[config.mk]
export PLATFORM = sky130hd
export DESIGN_NAME = ipc_irq_ctrl
export DESIGN_NICKNAME = d
export VERILOG_FILES = /design/src/rtl/ipc_irq_pkg.sv /design/src/rtl/ipc_irq_ctrl_regs.sv /design/src/rtl/ipc_irq_status.sv /design/src/rtl/ipc_irq_line.sv /design/src/rtl/ipc_irq_ctrl.sv
export SDC_FILE = /design/constraint.sdc
export NUM_CORES = 1
export LEC_CHECK = 0
export BUFFER_PORTS_ARGS = -buffer_cell sky130_fd_sc_hd__buf_2
export CORE_ASPECT_RATIO = 0.8
export CORE_MARGIN = 2
export CORE_UTILIZATION = 40
export CTS_CLUSTER_DIAMETER = 150
export CTS_CLUSTER_SIZE = 12
export DETAILED_ROUTE_END_ITERATION = 6
export GPL_ROUTABILITY_DRIVEN = 0
export GPL_TIMING_DRIVEN = 0
export PLACE_DENSITY = 0.61
export SKIP_CTS_REPAIR_TIMING = 1
export SYNTH_ARGS = -nofsm -noshare
export SYNTH_HDL_FRONTEND = slang
export SYNTH_HIERARCHICAL = 1
export SYNTH_SLANG_ARGS = --single-unit
export TNS_END_PERCENT = 20
[constraint.sdc]
create_clock -name clk -period 5.4 [get_ports clk]
set_input_delay 0.27 -clock clk [delete_from_list [all_inputs] [get_ports clk]]
set_output_delay 0.27 -clock clk [all_outputs]
set_load 0.02 [all_outputs]
[src/rtl/ipc_irq_pkg.sv]
package ipc_irq_pkg;
   localparam int CTRL_W    = 8;
   localparam int EDGE_LSB  = 4;
   localparam int EN_LSB    = 6;
   localparam int WIDX_REV  = 0;
   localparam int WIDX_CTL0 = 1;

   function automatic int ctrl_widx(input int slot);
      return WIDX_CTL0 + slot;
   endfunction

   function automatic int status_widx(input int nslot);
      return WIDX_CTL0 + nslot + 1;
   endfunction
endpackage

[src/rtl/ipc_irq_ctrl_regs.sv]
module ipc_irq_ctrl_regs
   import ipc_irq_pkg::*;
#(
   parameter int NSLOT  = 4,
   parameter int NINT   = 2,
   parameter int WIDX_W = 3
) (
   input  logic                      clk,
   input  logic                      rst_n,
   input  logic                      reg_wr,
   input  logic [WIDX_W-1:0]         reg_widx,
   input  logic [CTRL_W-1:0]         wbyte,
   output logic [NSLOT*CTRL_W-1:0]   ctrl_flat,
   output logic [NSLOT*NINT-1:0]     en_mask,
   output logic [NSLOT*NINT-1:0]     edge_mask
);
   for (genvar s = 0; s < NSLOT; s++) begin : g_slot
      logic [CTRL_W-1:0] ctrl_q;
      logic              sel;
      assign sel = reg_wr && (reg_widx == WIDX_W'(ctrl_widx(s)));

      always_ff @(posedge clk or negedge rst_n) begin
         if (!rst_n)   ctrl_q <= '0;
         else if (sel) ctrl_q <= wbyte;
      end

      assign ctrl_flat[s*CTRL_W +: CTRL_W] = ctrl_q;
      for (genvar n = 0; n < NINT; n++) begin : g_src
         assign en_mask[s*NINT+n]   = ctrl_q[EN_LSB+n];
         assign edge_mask[s*NINT+n] = ctrl_q[EDGE_LSB+n];
      end
   end
endmodule

[src/rtl/ipc_irq_status.sv]
module ipc_irq_status #(
   parameter int NSLOT = 4,
   parameter int NINT  = 2,
   parameter int ERR_W = 4,
   localparam int INT_N  = NSLOT*NINT,
   localparam int SLOT_W = $clog2(NSLOT)
) (
   input  logic              clk,
   input  logic              rst_n,
   input  logic [INT_N-1:0]  mod_irq,
   input  logic [INT_N-1:0]  en_mask,
   input  logic [INT_N-1:0]  edge_mask,
   input  logic [INT_N-1:0]  clr_int,
   input  logic [NSLOT-1:0]  clr_to,
   input  logic              ack_valid,
   input  logic [SLOT_W-1:0] ack_slot,
   input  logic              ack_int,
   input  logic [NSLOT-1:0]  to_evt,
   input  logic [ERR_W-1:0]  err_evt,
   output logic [INT_N-1:0]  int_q,
   output logic [INT_N-1:0]  int_next,
   output logic [NSLOT-1:0]  to_q,
   output logic [ERR_W-1:0]  err_q
);
   logic [INT_N-1:0] req_q;

   for (genvar s = 0; s < NSLOT; s++) begin : g_slot
      for (genvar n = 0; n < NINT; n++) begin : g_src
         localparam int IDX = s*NINT + n;
         logic ack_hit, moved, nxt;
         assign ack_hit = ack_valid && (ack_slot == SLOT_W'(s)) && (ack_int == 1'(n))
                          && int_q[IDX] && !edge_mask[IDX];
         assign moved   = mod_irq[IDX] ^ req_q[IDX];
         always_comb begin
            nxt = int_q[IDX];
            if (en_mask[IDX]) begin
               if (clr_int[IDX])  nxt = 1'b0;
               else if (ack_hit)  nxt = 1'b0;
               else if (moved)    nxt = mod_irq[IDX];
            end
         end
         assign int_next[IDX] = nxt;
      end
   end

   always_ff @(posedge clk or negedge rst_n) begin
      if (!rst_n) begin
         req_q <= '0;
         int_q <= '0;
         to_q  <= '0;
         err_q <= '0;
      end else begin
         req_q <= mod_irq;
         int_q <= int_next;
         to_q  <= (to_q | to_evt) & ~clr_to;
         err_q <= err_q | err_evt;
      end
   end
endmodule

[src/rtl/ipc_irq_line.sv]
module ipc_irq_line #(
   parameter int INT_N = 8
) (
   input  logic             clk,
   input  logic             rst_n,
   input  logic [INT_N-1:0] int_q,
   input  logic [INT_N-1:0] int_next,
   input  logic [INT_N-1:0] edge_mask,
   output logic             host_irq
);
   logic level_q, flip_q;

   always_ff @(posedge clk or negedge rst_n) begin
      if (!rst_n) begin
         level_q <= 1'b0;
         flip_q  <= 1'b0;
      end else begin
         level_q <= |(int_next & ~edge_mask);
         flip_q  <= |((int_next ^ int_q) & edge_mask);
      end
   end

   assign host_irq = level_q ^ flip_q;
endmodule

[src/rtl/ipc_irq_ctrl.sv]
module ipc_irq_ctrl
   import ipc_irq_pkg::*;
#(
   parameter int NSLOT  = 4,
   parameter int NINT   = 2,
   parameter int ERR_W  = 4,
   parameter int DATA_W = 16,
   parameter int WIDX_W = 3,
   localparam int INT_N  = NSLOT*NINT,
   localparam int SLOT_W = $clog2(NSLOT)
) (
   input  logic              clk,
   input  logic              rst_n,
   input  logic              reg_wr,
   input  logic [WIDX_W-1:0] reg_widx,
   input  logic [DATA_W-1:0] reg_wdata,
   output logic [DATA_W-1:0] reg_rdata,
   input  logic [INT_N-1:0]  mod_irq,
   input  logic              ack_valid,
   input  logic [SLOT_W-1:0] ack_slot,
   input  logic              ack_int,
   input  logic [NSLOT-1:0]  to_evt,
   input  logic [ERR_W-1:0]  err_evt,
   output logic              host_irq
);
   localparam int ERR_LO   = INT_N;
   localparam int TO_LO    = INT_N + ERR_W;
   localparam int STAT_IDX = status_widx(NSLOT);

   if (NINT != 2) begin : g_bad_nint
      $error("ipc_irq_ctrl: control layout holds exactly two sources per slot");
   end
   if (TO_LO + NSLOT != DATA_W) begin : g_bad_layout
      $error("ipc_irq_ctrl: status fields must fill the data word");
   end
   if (STAT_IDX >= (1 << WIDX_W) || NSLOT < 2) begin : g_bad_widx
      $error("ipc_irq_ctrl: word index too narrow or slot count too small");
   end

   logic [NSLOT*CTRL_W-1:0] ctrl_flat;
   logic [INT_N-1:0]        en_mask, edge_mask, int_q, int_next, clr_int;
   logic [NSLOT-1:0]        to_q, clr_to;
   logic [ERR_W-1:0]        err_q;
   logic [DATA_W-1:0]       status_w;
   logic                    stat_wr;
   logic                    err_wr_unused;

   assign stat_wr       = reg_wr && (reg_widx == WIDX_W'(STAT_IDX));
   assign clr_int       = stat_wr ? reg_wdata[INT_N-1:0] : '0;
   assign clr_to        = stat_wr ? reg_wdata[TO_LO +: NSLOT] : '0;
   assign err_wr_unused = ^reg_wdata[ERR_LO +: ERR_W];
   assign status_w      = {to_q, err_q, int_q};

   ipc_irq_ctrl_regs #(.NSLOT(NSLOT), .NINT(NINT), .WIDX_W(WIDX_W)) u_regs (
      .clk(clk), .rst_n(rst_n), .reg_wr(reg_wr), .reg_widx(reg_widx),
      .wbyte(reg_wdata[CTRL_W-1:0]), .ctrl_flat(ctrl_flat),
      .en_mask(en_mask), .edge_mask(edge_mask)
   );

   ipc_irq_status #(.NSLOT(NSLOT), .NINT(NINT), .ERR_W(ERR_W)) u_status (
      .clk(clk), .rst_n(rst_n), .mod_irq(mod_irq), .en_mask(en_mask),
      .edge_mask(edge_mask), .clr_int(clr_int), .clr_to(clr_to),
      .ack_valid(ack_valid), .ack_slot(ack_slot), .ack_int(ack_int),
      .to_evt(to_evt), .err_evt(err_evt), .int_q(int_q), .int_next(int_next),
      .to_q(to_q), .err_q(err_q)
   );

   ipc_irq_line #(.INT_N(INT_N)) u_line (
      .clk(clk), .rst_n(rst_n), .int_q(int_q), .int_next(int_next),
      .edge_mask(edge_mask), .host_irq(host_irq)
   );

   always_comb begin
      reg_rdata = '0;
      if (reg_widx == WIDX_W'(STAT_IDX)) reg_rdata = status_w;
      for (int s = 0; s < NSLOT; s++) begin
         if (reg_widx == WIDX_W'(ctrl_widx(s)))
            reg_rdata = DATA_W'(ctrl_flat[s*CTRL_W +: CTRL_W]);
      end
   end
endmodule

---- Word level (Yosys, flattened, before mapping) ----
Index checks and enable logic that the tools add are counted.
storage, ports and cells
  bits in registers ....................... 58
  bits of input ports ..................... 42
  word-level logic and storage cells ...... 119
  output and inout port bits .............. 17
cells by class
  reductions and logical operators ........ 44
  bitwise logic cells ..................... 18
  equality and inequality tests ........... 8
  mux-type cells .......................... 39
operator list
  operator                                                               number
  16-bit 2-to-1 mux                                                      5
  1-bit logical AND                                                      33
  1-bit 2-to-1 mux                                                       32
  8-bit bitwise AND                                                      2
  8-bit OR reduction                                                     2
  1-bit bitwise XOR                                                      9
  1-bit logical NOT                                                      8
  8-bit 2-to-1 mux                                                       1
  8-bit NOT                                                              1
  4-bit OR                                                               2
  8-bit bitwise XOR                                                      1
  3-bit by 2-bit equality test with 1-bit output, second input constant  2
  3-bit equality test, second input constant                             2
  4-bit bitwise AND                                                      1
  2-bit equality test, second input constant                             2
  4-bit 2-to-1 mux                                                       1
  4-bit NOT                                                              1
  3-bit by 1-bit equality test with 1-bit output, second input constant  1
  2-bit by 1-bit equality test with 1-bit output, second input constant  1
  2-bit logical NOT                                                      1
  1-bit NOT                                                              1

---- Logic depth before layout (Yosys ltp) ----
Gate-level depths: netlist (run 1).
  depth after elaboration ................. 11
  mapped depth ............................ 11
  gate-level depth less buffers ........... 8

---- Hierarchy ----
The synthesis (run 1) kept the hierarchy.
modules (own cells, without submodules)
  module             sequential area each (um^2)  area each (um^2)  times used  cells an instance
  ipc_irq_ctrl_regs  800.8                        1397.6            1           87
  ipc_irq_status     600.6                        1121.1            1           101
  ipc_irq_ctrl       0.0                          536.8             1           74
  ipc_irq_line       50.0                         227.7             1           29

---- Worst setup path before layout (run 1) ----
OpenSTA, ideal clock, no wires.
  path type ............................... input to register
  from .................................... in reg_widx[0]
  to ...................................... reg u_line.level_q
  required time ........................... 5.261 ns
  slack ................................... 3.411 ns
  stages .................................. 11
  buffers on the path ..................... 3
  setup time .............................. 0.139 ns
  arrival time ............................ 1.851 ns
  cell sequence ........................... buf_6 -> nor2b_4 -> and3_1 -> buf_4 -> and2_1 -> a21o_1 -> a21oi_1 -> buf_4 -> inv_1 -> o22ai_1 -> or4_1
on the way
  word-level cells in the longest chain between the ends .. 7
  elaborated cells between the ends (all ways) .. 21
  those cells by class .................... eq/ne: 1; mux: 17; bitwise: 1; reduce/logical: 2
ends and longest elaborated chain
  what                                 line                  source
  from (decl)                          ipc_irq_ctrl.sv:15    input logic [WIDX_W-1:0] reg_widx,
  3-bit equality test                  ipc_irq_ctrl.sv:48    assign stat_wr = reg_wr && (reg_widx == WIDX_W'(STAT_IDX));
  1-bit logical AND                    ipc_irq_ctrl.sv:48
  8-bit 2-to-1 mux                     ipc_irq_ctrl.sv:49    assign clr_int = stat_wr ? reg_wdata[INT_N-1:0] : '0;
  net clr_int[4]                       ipc_irq_ctrl.sv:41    logic [INT_N-1:0] en_mask, edge_mask, int_q, int_next, clr_int;
  1-bit 2-to-1 mux                     ipc_irq_status.sv:37  if (clr_int[IDX]) nxt = 1'b0;
  1-bit 2-to-1 mux                     ipc_irq_status.sv:36  if (en_mask[IDX]) begin
  net u_status.g_slot[2].g_src[0].nxt  ipc_irq_status.sv:30  logic ack_hit, moved, nxt;
  8-bit bitwise AND                    ipc_irq_line.sv:18    level_q <= |(int_next & ~edge_mask);
  8-bit OR reduction                   ipc_irq_line.sv:18
  to (signal assigned)                 ipc_irq_line.sv:18
  to (decl)                            ipc_irq_line.sv:11    logic level_q, flip_q;
The timed path passes the listed nets, and every way through them passes these cells.
A chain may end at the register's enable or synchronous reset.

---- Final worst setup path (run 1) ----
  from .................................... in reg_widx[0]
  to ...................................... reg u_line.level_q
on the way
  word-level cells in the longest chain between the ends .. 7
  elaborated cells between the ends (all ways) .. 21
  those cells by class .................... eq/ne: 1; mux: 17; bitwise: 1; reduce/logical: 2
ends and longest elaborated chain
  what                                 line
  3-bit equality test                  ipc_irq_ctrl.sv:48
  1-bit logical AND                    ipc_irq_ctrl.sv:48
  8-bit 2-to-1 mux                     ipc_irq_ctrl.sv:49
  net clr_int[3]                       ipc_irq_ctrl.sv:41
  1-bit 2-to-1 mux                     ipc_irq_status.sv:37
  1-bit 2-to-1 mux                     ipc_irq_status.sv:36
  net u_status.g_slot[1].g_src[1].nxt  ipc_irq_status.sv:30
  8-bit bitwise AND                    ipc_irq_line.sv:18
  8-bit OR reduction                   ipc_irq_line.sv:18
The timed path passes the listed nets, and every way through them passes these cells.

==> results of run 1 <==
## path summary, 6_finish.rpt
kind	start	to	slack (ns)	cells after the start
worst max register to register	u_regs/g_slot[2].ctrl_q[4]$_DFFE_PN0P_	u_line/level_q$_DFF_PN0_	3.42	8
max in group asynchronous	rst_n	u_regs/g_slot[0].ctrl_q[6]$_DFFE_PN0P_	4.89	1
worst max-delay path	reg_widx[0]	u_line/level_q$_DFF_PN0_	3.26	12
worst min-delay path	rst_n	u_status/int_q[4]$_DFF_PN0_	-0.02	1
min in group clk	mod_irq[3]	u_status/req_q[3]$_DFF_PN0_	0.06	1
worst min register to register	u_status/err_q[3]$_DFF_PN0_	u_status/err_q[3]$_DFF_PN0_	0.46	1
## per-stage QoR
step / utilization, % / instances
2_1_floorplan: - / 291
3_3_place_gp: 46.42 / 453
3_5_place_dp: 46.42 / 453
4_1_cts: 48.56 / 468
5_1_grt: 48.59 / 468
6_report: 48.59 / 468
## area by class of cell
cell class | count | area, um2 | share of cell area, %
Buffer | 36 | 294.0 | 7.615
Clock inverter | 3 | 15.01 | 0.3889
Tap cell | 108 | 135.1 | 3.500
Multi-Input combinational cell | 189 | 1508 | 39.05
Inverter | 8 | 30.03 | 0.7777
Clock buffer | 12 | 155.1 | 4.018
Sequential cell | 58 | 1451 | 37.59
Timing Repair Buffer | 54 | 272.8 | 7.064
## cell usage after synthesis
library cell and instances:
mux2_2 24, or2_2 4, inv_1 8, nor4b_1 2
and3_1 9, and4bb_1 3, nor2b_2 1, nand2b_1 10
a21oi_1 19, o32ai_1 7, o22ai_1 4, nor2b_1 9
o211a_1 8, or4_1 1, nand4_1 1, dfrtp_1 58
a31o_2 3, o32ai_2 1, buf_12 1, nor4bb_1 4
mux2_4 8, a21o_1 3, nand2_1 8, a22oi_1 4
and4b_1 1, a31o_1 1, a21oi_2 5, and2_1 12
buf_6 5, nor2_1 16, a41o_1 1, nand3b_1 1
o221a_1 8, buf_2 3, xor2_1 9, nor2b_4 1
buf_4 27, nand4b_2 1
## state kept, by name, indices dropped and copies added (netlist names)
signal / cells
u_line/flip_q: 1
u_line/level_q: 1
u_status/req_q: 8
u_status/to_q: 4
u_regs/g_slot.ctrl_q: 32
u_status/int_q: 8
u_status/err_q: 4
## report_power, final
| group | switching (mW) | total (mW) | internal [mW] |
|---|---|---|---|
| clock network | 0.168 | 0.355 | 0.187 |
| logic | 0.174 | 0.382 | 0.208 |
| registers | 0.0676 | 0.577 | 0.510 |
| total | 0.410 | 1.31 | 0.904 |
## routing by layer
layer | vias up | routed length (um) | GRT usage [%]
li1 | 1160 | - | -
met1 | 1186 | 3871 | 28.63
met2 | 56 | 3660 | 27.39
met3 | 5 | 462 | 5.530
met4 | 0 | 60 | 4.727
met5 | - | 0 | 0
## cells by family after synthesis
family | count (synthesis) | share of synthesized area (%)
flops | 58 | 44.21
mux | 32 | 11.89
simple gates | 84 | 16.12
xor+xnor | 9 | 2.401
compound gates | 64 | 15.51
buf+inv | 44 | 9.870
## critical path, cell delays in order
cell and delay (ns):
buf_2 0.13, buf_6 0.15, nor2b_4 0.22, and3_1 0.24
buf_4 0.20, and2_1 0.18, a31o_2 0.12, a21oi_1 0.07
buf_4 0.15, inv_1 0.04, o22ai_1 0.07, or4_1 0.49
==> key figures, run 1 <==
Run status
  • Status: complete, but fails checks
  • Violated checks: negative hold slack

Timing
  • Final Cycle Share: 39.58%
  • Final number of hold-violating endpoints: 8
  • Worst slew pin tran: 0.7633 ns
  • RSZ-0062 raised after global routing: no
  • Min Clock Period, post-route: 2.137 ns
  • Max-slew headroom: 49.11%
  • Count of endpoints failing setup in the final report: 0
  • Total negative slack: 0 ns
  • Min Hold Slack: -0.01907 ns
  • Final Max Tran Viols: 0
  • Clock Skew: 0.004455 ns
  • Max Fclk: 467.9 MHz
  • Final WS setup: 3.263 ns

Critical path
  • Crit Path Max Fanout: 10
  • CP Class: primary input to register
  • Crit path required time: 5.60 ns
  • Crit. End Element: register
  • Crit start category: primary input
  • Critical Path AT: 2.34 ns

Route
  • Pre-antenna DRT Iters: 5
  • Total wire length: 8054 um
  • Final ANT Viol Nets: 0
  • DR WL/cell: 17.21 um
  • Routed vias/inst: 5.143
  • DRC: 0
  • Detailed-route via count: 2407
  • Starting DRT DRC Count: 132

Die
  • Die Width: 105.3 um
  • Core area: 7946 um2
  • Die Span Y: 85.03 um
  • Die ar.: 8953 um2
  • Initial Util: 41.32%
  • Boundary Pins: 59
  • # rows: 29

Clocking
  • Clock buffer count from CTS: 9
  • H-tree depth: 3
  • CTS clock-pin slew for the worst setup and hold paths: 0.06 ns
  • Clock sinks: 58
  • Root buffer cell: clkbuf_8
  • Clock buffer depth: 2
  • Clock Latency Late Sink: 0.33 ns
  • CTS tree: built

GRT
  • Vias in the first global route: 2346
  • Largest net degree at the start of global routing: 59
  • Initial antenna violation count: 0
  • Total congestion overflow: 0
  • Total track usage: 19.21%
  • First-pass GRT wire length: 12930 um

Finish
  • Commonest non-fill, non-tap cell in the layout: dfrtp_1
  • Most frequent cells in the layout: dfrtp_1 (58), buf_2 (56), buf_4 (28), mux2_2 (24), a21oi_1 (19)
  • Share of cells above drive strength 1: 42.22%
  • Design Area, Final: 3861 um2
  • Diodes inserted: 0
  • Synth-to-layout area growth: 17.61%
  • Fill cells: 768
  • Total Nets Final: 398

Logic synthesis
  • Seq cells post-synth: 58
  • Syn_area_per_cell: 11.28 um2
  • YS warnings: 6
  • Synth Instances: 291
  • Post-synthesis cell type count: 38
  • Yosys top cell area share: 44.21%
  • Sequential area share after synthesis: 44.21%
  • Synth area leader: dfrtp_1
  • Syn nets: 333
  • Synth area leaders: dfrtp_1 (44%), mux2_2 (8.2%), buf_4 (6.2%)
  • Cell Area, Synth: 3283 um2

Pwr
  • Total power draw: 1.314 mW
  • Peak supply drop: 0.0001489 V
  • Leakage: 1.876 nW
  • Pwr dens: 340.3 nW/um2

Place
  • DP HPWL: 5512 um
  • Placed inst area: 3689 um2
  • Port buffer count: 54
  • Place WS: 2.915 ns

Job
  • Max-Cap Viols: 0

Worst hold path
  • Hold crit path type: primary input to asynchronous set/reset pin
Note: power is estimated with default switching activity, not from simulation.
==> run 2: changes to the inputs <==
- clock period: 5.4 -> 2.24 ns (I/O delays scaled with it)
==> run 2 against run 1 <==
  * The run still ends with negative hold slack left
  * Largest power group unchanged
  * Worst setup slack lost 3.0 ns
  * Combinational power increased by 150%
  * Total power increased by 140%
  * Critical path type unchanged
  * Register-to-register slack got worse by 3.2 ns
  * Final cell count is 3.0% higher
  * Sequential share of layout area shrank 1.3 points
  * Highest routed layer unchanged
  * Die area did not move
  * Global-route usage is the same
  * First-iteration DRC count decreased by 7.6%
==> key figures, run 2 (synthesized netlist as in run 1, its figures left out) <==
GRT
  • Total track usage: 19.21%
  • First-pass GRT wire length: 12930 um
  • Initial antenna violation count: 0
  • Vias in the first global route: 2346
  • Total congestion overflow: 0
  • Largest net degree at the start of global routing: 59

Worst hold path
  • Hold crit path type: primary input to register
  • Hold depth: 3
  • Hold Path End: u_status/to_q[0]$_DFF_PN0_
  • Hold path start: to_evt[0]

Critical path
  • Crit start category: primary input
  • R2R Path End: u_line/level_q$_DFF_PN0_
  • Crit Path Max Fanout: 10
  • Cell mode on critical path: buf_4
  • Crit path required time: 2.44 ns
  • Critical Path AT: 2.19 ns
  • Reg2reg start: u_status/int_q[3]$_DFF_PN0_
  • Bufs and invs on worst path: 5
  • FF-to-FF path depth: 7
  • Crit path largest cell delay: 0.49 ns
  • Family with the most delay on the worst path: simple AND/OR/NAND/NOR gates
  • R2R Setup Slk: 0.26 ns
  • Critical-path top delay cell: or4_1
  • CP Class: primary input to register
  • Crit. End Element: register
  • Crit-path cells: buf_2, buf_6, nor2b_4, and3_1, buf_4, and2_1, a31o_2, a21oi_1, buf_4, inv_1, o22ai_1, or4_1

Finish
  • Most flops, register: u_regs/g_slot.ctrl_q
  • Most frequent cells in the layout: dfrtp_1 (58), buf_2 (56), buf_4 (28), mux2_2 (24), a21oi_1 (19)
  • Share of cells above drive strength 1: 40.64%
  • Leading registers by flop count: u_regs/g_slot.ctrl_q (32), u_status/int_q (8), u_status/req_q (8)
  • Diodes inserted: 0
  • Final Non-Filler Cells: 482
  • Design Area, Final: 4001 um2
  • Total Nets Final: 412
  • Commonest non-fill, non-tap cell in the layout: dfrtp_1
  • Max reg flops: 32
  • Synth-to-layout area growth: 21.88%

Run status
  • Status: complete, but fails checks
  • Violated checks: negative hold slack

Die
  • Boundary Pins: 59
  • # rows: 29
  • Die Width: 105.3 um
  • Core area: 7946 um2
  • Die ar.: 8953 um2
  • Initial Util: 41.32%
  • Die Span Y: 85.03 um

Route
  • DR WL/cell: 16.89 um
  • Starting DRT DRC Count: 122
  • Total wire length: 8141 um
  • Metal3 WL: 308 um
  • Max layer used: met4
  • Detailed-route via count: 2466
  • Final ANT Viol Nets: 0
  • Metal1 wirelength: 3988 um
  • Routed vias/inst: 5.116
  • WL met2: 3747 um
  • Pre-antenna DRT Iters: 4
  • DRC: 0

Pwr
  • Combinational power share: 29.5%
  • Leakage: 1.934 nW
  • Peak supply drop: 0.0003596 V
  • Int Power: 2.196 mW
  • Switching power: 0.9951 mW
  • Sequential share of power: 43.6%
  • Pwr dens: 797.5 nW/um2
  • Clock share of power: 26.9%
  • Switching part of the total: 31.19%

Timing
  • Max-slew headroom: 49.72%
  • Clock Skew: 0.004132 ns
  • Final Cycle Share: 88.55%
  • Final number of hold-violating endpoints: 2
  • Max Fclk: 504.1 MHz
  • RSZ-0062 raised after global routing: no
  • Worst slew pin tran: 0.7542 ns
  • Min Hold Slack: -0.004470 ns
  • Final Max Tran Viols: 0
  • Final WS setup: 0.2564 ns
  • Min Clock Period, post-route: 1.984 ns
  • Count of endpoints failing setup in the final report: 0

Clocking
  • H-tree depth: 3
  • Clock buffer count from CTS: 9
  • CTS clock-pin slew for the worst setup and hold paths: 0.07 ns
  • CTS tree: built
  • Root buffer cell: clkbuf_8
  • Clock buffer depth: 2
  • Clock Latency Late Sink: 0.34 ns
  • Clock sinks: 58

Place
  • Placed inst area: 3689 um2
  • Port buffer count: 54
  • Place WS: -0.08689 ns
  • Placed cells: 453
  • DP HPWL: 5512 um

Job
  • Max-Cap Viols: 0
[run 2: cell types whose count changed in the layout (fill, tap and decap cells not counted)]
cell / before / now
dlygate4sd3_1: 0 / 14
[run 2: worst max-delay path by stage]
stage                                start                  endpoint  slack, ns  cells after the start
2_1_floorplan                  reg_widx[0]  u_line/level_q$_DFF_PN0_       0.41                     11
3_3_place_gp                   reg_widx[0]  u_line/level_q$_DFF_PN0_      -0.07                     12
3_5_place_dp                   reg_widx[0]  u_line/level_q$_DFF_PN0_      -0.09                     12
4_1_cts        u_status/int_q[3]$_DFF_PN0_  u_line/level_q$_DFF_PN0_       0.27                      7
5_1_grt                        reg_widx[0]  u_line/level_q$_DFF_PN0_       0.15                     12
6_report                       reg_widx[0]  u_line/level_q$_DFF_PN0_       0.26                     12
[run 2: cell type report]
type,instances,area (um2)
inverters,8,30.03
repair buffers,68,412.9
well taps,108,135.1
clock buffers,12,155.1
flip-flops and latches,58,1451
multi-input cells,189,1508
plain buffers,36,294.0
fillers,761,3945
clock inverters,3,15.01
[run 2: power groups by stage]
| stage | registers [mW] | logic (mW) | clock network (mW) |
|---|---|---|---|
| detailed placement | 1.41 | 0.916 | 0 |
| finish | 1.39 | 0.941 | 0.859 |
| floorplan | 1.36 | 0.705 | 0 |
| global placement | 1.40 | 0.905 | 0 |
| CTS | 1.39 | 0.921 | 0.880 |
| global route | 1.42 | 1.03 | 0.929 |
[run 2: per-stage QoR]
stage | setup TNS, ns | hold WS (ns) | power, mW | utilization, %
2_1_floorplan | 0 | -0.1836 | 2.061 | -
3_3_place_gp | -0.06625 | 0.2471 | 2.309 | 46.42
3_5_place_dp | -0.08689 | 0.2509 | 2.323 | 46.42
4_1_cts | 0 | -0.1091 | 3.192 | 48.56
5_1_grt | 0 | 0.003345 | 3.381 | 50.35
6_report | 0 | -0.004470 | 3.191 | 50.35
[run 2: worst min-delay path, stage by stage]
cell	delay (ns)
buf_2	0.07
nor2_1	0.03
nor2_1	0.08
[run 2: routing by layer]
| layer | vias to the layer above | track usage (%) |
|---|---|---|
| met5 | - | 0 |
| met2 | 62 | 27.39 |
| met4 | 0 | 4.727 |
| met1 | 1209 | 28.63 |
| li1 | 1187 | - |
| met3 | 8 | 5.530 |
